<file path="src/rtl/irq_route_pkg.sv">
`timescale 1ns/1ps
package irq_route_pkg;

   localparam int WORD_W  = 32;
   localparam int ENTRY_W = 64;

   // decoded view of one bus request
   typedef struct packed {
      logic sel_hit;    // select register offset
      logic win_addr;   // window offset, any size
      logic win_hit;    // window offset, full-word size
      logic is_id;
      logic is_ver;
      logic is_arb;
      logic redir_hit;  // in-range redirection half
      logic redir_hi;   // upper half chosen
   } dec_t;

   function automatic logic [WORD_W-1:0] version_word(int ver, int pins, int lsb);
      logic [WORD_W-1:0] w;
      w = WORD_W'(ver) | (WORD_W'(pins - 1) << lsb);
      return w;
   endfunction

endpackage

</file>
<file path="src/rtl/irq_route_decode.sv">
`timescale 1ns/1ps
module irq_route_decode
   import irq_route_pkg::*;
#(
   parameter int SEL_W    = 8,
   parameter int NUM_PINS = 24,
   parameter int RED_BASE = 16,
   parameter int SEL_OFF  = 0,
   parameter int WIN_OFF  = 16,
   parameter int ID_SEL   = 0,
   parameter int VER_SEL  = 1,
   parameter int ARB_SEL  = 2
) (
   input  logic [7:0]       off,
   input  logic [2:0]       size,
   input  logic [SEL_W-1:0] sel,
   output dec_t             dec,
   output logic [SEL_W-1:0] idx
);

   localparam logic [SEL_W-1:0] BASE_V = SEL_W'(RED_BASE);
   localparam logic [SEL_W-1:0] PINS_V = SEL_W'(NUM_PINS);

   always_comb begin
      idx           = (sel - BASE_V) >> 1;
      dec           = '0;
      dec.sel_hit   = (off == 8'(SEL_OFF));
      dec.win_addr  = (off == 8'(WIN_OFF));
      dec.win_hit   = dec.win_addr && (size == 3'd4);
      dec.is_id     = dec.win_hit && (sel == SEL_W'(ID_SEL));
      dec.is_ver    = dec.win_hit && (sel == SEL_W'(VER_SEL));
      dec.is_arb    = dec.win_hit && (sel == SEL_W'(ARB_SEL));
      dec.redir_hit = dec.win_hit && (sel >= BASE_V) && (idx < PINS_V);
      dec.redir_hi  = sel[0];
   end

endmodule

</file>
<file path="src/rtl/irq_route_entry.sv">
`timescale 1ns/1ps
module irq_route_entry #(
   parameter logic [63:0] RST_VAL = 64'h0000_0000_0001_0000
) (
   input  logic        clk,
   input  logic        rst_n,
   input  logic        wr_lo,
   input  logic        wr_hi,
   input  logic [31:0] wdata,
   output logic [63:0] q
);

   always_ff @(posedge clk or negedge rst_n) begin
      if (!rst_n) begin
         q <= RST_VAL;
      end else begin
         if (wr_lo) q[31:0]  <= wdata;
         if (wr_hi) q[63:32] <= wdata;
      end
   end

   AST_LO_WRITE_KEEPS_HI: assert property (@(posedge clk) disable iff (!rst_n)
      (wr_lo && !wr_hi) |=> $stable(q[63:32]));
   AST_HI_WRITE_KEEPS_LO: assert property (@(posedge clk) disable iff (!rst_n)
      (wr_hi && !wr_lo) |=> $stable(q[31:0]));

endmodule

</file>
<file path="src/rtl/irq_route_regs.sv">
`timescale 1ns/1ps
module irq_route_regs
   import irq_route_pkg::*;
#(
   parameter int NUM_PINS  = 24,
   parameter int ADDR_W    = 12,
   parameter int SEL_W     = 8,
   parameter int RED_BASE  = 16,
   parameter int SEL_OFF   = 0,
   parameter int WIN_OFF   = 16,
   parameter int ID_LSB    = 24,
   parameter int ID_W      = 4,
   parameter int VER_CONST = 17,
   parameter int ENT_LSB   = 16,
   parameter int MASK_BIT  = 16,
   parameter bit READ_REG  = 1'b1
) (
   input  logic                       clk,
   input  logic                       rst_n,
   input  logic                       bus_req,
   input  logic                       bus_we,
   input  logic [ADDR_W-1:0]          bus_addr,
   input  logic [2:0]                 bus_size,
   input  logic [31:0]                bus_wdata,
   output logic [31:0]                bus_rdata,
   output logic                       svc_req,
   output logic [NUM_PINS*ENTRY_W-1:0] redir_tbl
);

   localparam logic [31:0] VER_WORD = version_word(VER_CONST, NUM_PINS, ENT_LSB);
   localparam logic [63:0] ENT_RST  = 64'(1) << MASK_BIT;

   // elaboration-time parameter checks
   if (ADDR_W <= 8) begin : g_bad_addr
      $error("ADDR_W must exceed the decoded byte");
   end
   if (NUM_PINS < 1 || (RED_BASE + 2*NUM_PINS) > (1 << SEL_W)) begin : g_bad_pins
      $error("NUM_PINS does not fit the select space");
   end
   if (ID_LSB + ID_W > 32 || MASK_BIT > 63) begin : g_bad_field
      $error("field position out of word");
   end

   logic              unused_addr_hi;
   logic [SEL_W-1:0]  sel_q;
   logic [ID_W-1:0]   id_q;
   logic              svc_q;
   logic [SEL_W-1:0]  idx;
   dec_t              dec;
   logic              acc_wr, acc_rd;
   logic [31:0]       rd_word;
   logic [63:0]       ent [NUM_PINS];

   assign unused_addr_hi = ^bus_addr[ADDR_W-1:8];
   assign acc_wr = bus_req && bus_we;
   assign acc_rd = bus_req && !bus_we;

   irq_route_decode #(
      .SEL_W(SEL_W), .NUM_PINS(NUM_PINS), .RED_BASE(RED_BASE),
      .SEL_OFF(SEL_OFF), .WIN_OFF(WIN_OFF),
      .ID_SEL(0), .VER_SEL(1), .ARB_SEL(2)
   ) u_dec (
      .off (bus_addr[7:0]),
      .size(bus_size),
      .sel (sel_q),
      .dec (dec),
      .idx (idx)
   );

   // redirection table
   for (genvar i = 0; i < NUM_PINS; i++) begin : g_ent
      logic hit_i;
      assign hit_i = acc_wr && dec.redir_hit && (idx == SEL_W'(i));
      irq_route_entry #(.RST_VAL(ENT_RST)) u_ent (
         .clk  (clk),
         .rst_n(rst_n),
         .wr_lo(hit_i && !dec.redir_hi),
         .wr_hi(hit_i &&  dec.redir_hi),
         .wdata(bus_wdata),
         .q    (ent[i])
      );
      assign redir_tbl[i*ENTRY_W +: ENTRY_W] = ent[i];
   end

   // select, ID and service pulse
   always_ff @(posedge clk or negedge rst_n) begin
      if (!rst_n) begin
         sel_q <= '0;
         id_q  <= '0;
         svc_q <= 1'b0;
      end else begin
         if (acc_wr && dec.sel_hit) sel_q <= bus_wdata[SEL_W-1:0];
         if (acc_wr && dec.is_id)   id_q  <= bus_wdata[ID_LSB +: ID_W];
         svc_q <= acc_wr && dec.redir_hit;
      end
   end
   assign svc_req = svc_q;

   // read mux
   always_comb begin
      rd_word = '0;
      if (dec.sel_hit) begin
         rd_word = 32'(sel_q);
      end else if (dec.is_id || dec.is_arb) begin
         rd_word = {{(32-ID_W){1'b0}}, id_q} << ID_LSB;
      end else if (dec.is_ver) begin
         rd_word = VER_WORD;
      end else begin
         for (int i = 0; i < NUM_PINS; i++) begin
            if (dec.redir_hit && idx == SEL_W'(i))
               rd_word = dec.redir_hi ? ent[i][63:32] : ent[i][31:0];
         end
      end
   end

   if (READ_REG) begin : g_rd_reg
      logic [31:0] rdata_q;
      always_ff @(posedge clk or negedge rst_n) begin
         if (!rst_n)      rdata_q <= '0;
         else if (acc_rd) rdata_q <= rd_word;
      end
      assign bus_rdata = rdata_q;

      AST_RDATA_HOLDS: assert property (@(posedge clk) disable iff (!rst_n)
         !acc_rd |=> $stable(bus_rdata));
      AST_OOR_READ_ZERO: assert property (@(posedge clk) disable iff (!rst_n)
         (acc_rd && dec.win_hit && !dec.redir_hit && !dec.is_id && !dec.is_ver && !dec.is_arb)
         |=> (bus_rdata == 32'd0));
      AST_NARROW_READ_ZERO: assert property (@(posedge clk) disable iff (!rst_n)
         (acc_rd && dec.win_addr && !dec.win_hit) |=> (bus_rdata == 32'd0));
   end else begin : g_rd_comb
      assign bus_rdata = acc_rd ? rd_word : 32'd0;
   end

   AST_SVC_AFTER_WORD_WRITE: assert property (@(posedge clk) disable iff (!rst_n)
      svc_req |-> $past(bus_req && bus_we && bus_size == 3'd4 && bus_addr[7:0] == 8'(WIN_OFF)));
   AST_NARROW_KEEPS_ID: assert property (@(posedge clk) disable iff (!rst_n)
      (acc_wr && dec.win_addr && !dec.win_hit) |=> $stable(id_q));
   AST_RO_WRITE_KEEPS_ID: assert property (@(posedge clk) disable iff (!rst_n)
      (acc_wr && (dec.is_ver || dec.is_arb)) |=> $stable(id_q));

endmodule

</file>
<file path="config.mk">
export PLATFORM = sky130hd
export DESIGN_NAME = irq_route_regs
export DESIGN_NICKNAME = d
export VERILOG_FILES = /design/src/rtl/irq_route_pkg.sv /design/src/rtl/irq_route_decode.sv /design/src/rtl/irq_route_entry.sv /design/src/rtl/irq_route_regs.sv
export SDC_FILE = /design/constraint.sdc
export NUM_CORES = 2
export LEC_CHECK = 0
export BUFFER_PORTS_ARGS = -buffer_cell sky130_fd_sc_hd__buf_2
export CORE_AREA = 10 10 616 618
export CTS_BUF_LIST = sky130_fd_sc_hd__clkbuf_4 sky130_fd_sc_hd__clkbuf_8
export DETAILED_ROUTE_END_ITERATION = 7
export DIE_AREA = 0 0 626 628
export GPL_TIMING_DRIVEN = 1
export REMOVE_ABC_BUFFERS = 1
export SETUP_SLACK_MARGIN = 0.4
export SYNTH_ARGS = -nofsm -noshare
export SYNTH_HDL_FRONTEND = slang
export SYNTH_HIERARCHICAL = 1
export SYNTH_SLANG_ARGS = --single-unit
export TNS_END_PERCENT = 30
</file>
<file path="constraint.sdc">
create_clock -name clk -period 4.9 [get_ports clk]
set_input_delay 0.735 -clock clk [delete_from_list [all_inputs] [get_ports clk]]
set_output_delay 0.735 -clock clk [all_outputs]
set_load 0.02 [all_outputs]
</file>
==> summary.md <==
| Metric | Value |
|---|---|
| Result of the run | `finished, final reports clean` |
| Final min period | `4.78 ns` |
| Initial Util | `22.6%` |
| Antenna-violating nets left | `0` |
| Share of the clock period used by the worst path after layout | `97.6%` |
| Final standard cell area without fillers | `104,000 µm²` |
| Mean routed wirelength per cell | `40.0 µm` |
| Number of placement rows | `223` |
| Count of fill cells added during filler insertion | `37.7k` |
| Clock edge transition at the registers on the reported setup and hold paths | `0.07 ns` |
| R2R depth | `8` |
| Arrival time reported for the critical path endpoint | `5.76 ns` |
| Startpoint of the most critical hold path | `bus_we` |
| Worst hold path cell count | `2` |
| YS warnings | `6` |
| Total iterations of the first detailed-routing run | `6` |
| Clk_lat worst skew | `1.09 ns` |
| Largest net degree at the start of global routing | `147` |
| Unrepaired setup endpoints after global routing | `yes` |
| Residual DRC | `0` |
| Worst endpoint required time | `5.88 ns` |
| Gp weighted congestion | `0.950` |
| Fmax achieved | `209 MHz` |
| Slew Limit Headroom | `10.5%` |
| Number of buffers created by CTS | `304` |
| Total Routing Usage GR | `24.3%` |
| Post-route total power | `29.3 mW` |
| Biggest fanout along the worst timing path | `31` |
| Register-to-register setup slack | `0.12 ns` |
| Routed wire length | `505,000 µm` |
| CTS tree | `built` |
| Vert. Die Dim | `628 µm` |
| Maximum buffer depth of the clock tree | `4` |
| Min-Delay Path Class | `input port to register` |
| Number of failing hold endpoints at the final stage | `0` |
| Clk sinks | `1,581` |
| Startpoint Class | `register` |
| H-Tree Depth | `5` |
| X dimension of the die | `626 µm` |
| I/O pin cnt | `1,620` |
| Maximum capacitance violations | `0` |
| Input/output buffers | `1,615` |
| Worst flop-to-flop path startpoint | `sel_q[1]$_DFFE_PN0P_` |
| Die area | `393,000 µm²` |
| Worst clock skew | `0.120 ns` |
| Start-to-end type of the worst setup path | `register to register` |
| Slew @ Worst Pin | `1.31 ns` |
| Number of cells produced by synthesis | `5,640` |
| Hold path endpoint | `svc_req$_DFF_PN0_` |
| Wire length of the first global-routing pass | `648,000 µm` |
| Final Max Slew Viols | `0` |
| Highest ir drop seen on vdd | `0.198 mV` |
| Final net count | `7,584` |
| Static Leak | `50.2 nW` |
| Core ar. | `367,000 µm²` |
| Number of global-route vias before repair | `62.1k` |
| DR iter-0 viols | `6,861` |
| Antenna violations before repair | `62` |
| Post-detail-place hpwl | `392,000 µm` |
| Number of vias in the routed layout | `62.9k` |
| Clock Tree Root | `clkbuf_8` |
| Average cell area after synthesis | `14.7 µm²` |
| Post-DP Area | `97,200 µm²` |
| Total global routing overflow | `0` |
| Post-Synthesis Cell Area | `82,900 µm²` |
| Final setup fails | `0` |
| Fraction of final layout cells sized beyond drive strength 1 | `57.5%` |
| Ratio of routed vias to standard cells | `4.99` |
| Reg2reg end | `bus_rdata[2]$_DFFE_PN0P_` |
| Layout area overhead | `25.5%` |
| Power density relative to cell area | `282 nW/µm²` |
| Kind of end point of the critical path | `register` |
==> worst max-delay path, stage by stage (launching register included) <==
cell and delay, ns:
dfrtp_4 0.97, nor2b_2 1.01, nand3_2 0.45, o22a_1 0.30, a31oi_1 0.53, o21ai_0 0.31
a221oi_1 0.74, buf_4 0.29, o21a_1 0.12
==> per-layer routing <==
layer	vias up	track usage (%)	wire, µm
met1	33300	31.3	208000
met4	20	10.2	26600
met5	-	0	135
met3	932	7.76	48000
met2	3858	37.5	222000
li1	24800	-	-
==> what timing repair did <==
item	4_1_cts	5_1_grt
setup endpoints to repair	2	10
buffers inserted	0	0
resized for setup	1	3
hold endpoints to repair	64	0
gates cloned	0	0
hold buffers	1	0
==> final cells by class <==
type | count | area [µm²] | share of cell area (%)
Sequential cell | 1581 | 39600 | 38.1
Clock inverter | 67 | 827 | 0.795
Timing Repair Buffer | 2040 | 12400 | 11.9
Clock buffer | 464 | 5860 | 5.64
Tap cell | 4837 | 6050 | 5.82
Inverter | 6 | 27.5 | 0.0265
Antenna cell | 19 | 47.5 | 0.0457
Multi-Input combinational cell | 3598 | 39200 | 37.7
==> power by group <==
part | total (mW) | internal (mW) | switching [mW]
Sequential | 13.1 | 13.1 | 0.0207
Combinational | 1.15 | 0.205 | 0.941
Clock | 15.0 | 8.39 | 6.65
Total | 29.3 | 21.7 | 7.61
==> stage by stage <==
step                      cells  util, %  hold WS [ns]  setup TNS (ns)  setup slack, ns
after global placement    12100     26.5         0.481          -0.521           -0.153
after CTS                 12600     28.3        0.0647               0            0.381
after detailed placement  12100     26.5         0.484          -0.347           -0.207
after global routing      12600     28.3         0.122               0            0.345
after floorplan            5185        -         0.439               -           -31.34
final                     12600     28.3         0.181               0            0.118
==> layout by cell type, fill, tap and decap left out, types with 35 or more instances in the layout <==
master / count
buf_4: 342
a21oi_1: 213
clkbuf_4: 84
o221ai_1: 50
mux2_4: 1440
dfrtp_1: 1554
nor3_1: 42
buf_2: 1609
o22ai_1: 56
o21ai_0: 195
a211oi_1: 38
buf_12: 87
nand2_1: 131
mux2i_1: 562
a31oi_1: 36
clkbuf_8: 380
mux2_2: 278
nor2_4: 49
nor2_1: 65
nand4_1: 35
a221oi_1: 37
==> registers in the layout (all words and copies together) (netlist names) <==
name	flops
sel_q	8
bus_rdata	32
g_ent.u_ent/q	1536
svc_req	1
id_q	4
==> how the worst max path moves through the flow <==
stage	endpoint	start
2_1_floorplan	g_ent[0].u_ent/q[32]$_DFFE_PN0P_	sel_q[0]$_DFFE_PN0P_
3_3_place_gp	bus_rdata[27]$_DFFE_PN0P_	bus_addr[1]
3_5_place_dp	bus_rdata[27]$_DFFE_PN0P_	bus_addr[1]
4_1_cts	bus_rdata[7]$_DFFE_PN0P_	sel_q[5]$_DFFE_PN0P_
5_1_grt	bus_rdata[0]$_DFFE_PN0P_	sel_q[5]$_DFFE_PN0P_
6_report	bus_rdata[2]$_DFFE_PN0P_	sel_q[1]$_DFFE_PN0P_
Note: power is estimated with default switching activity, not from simulation.
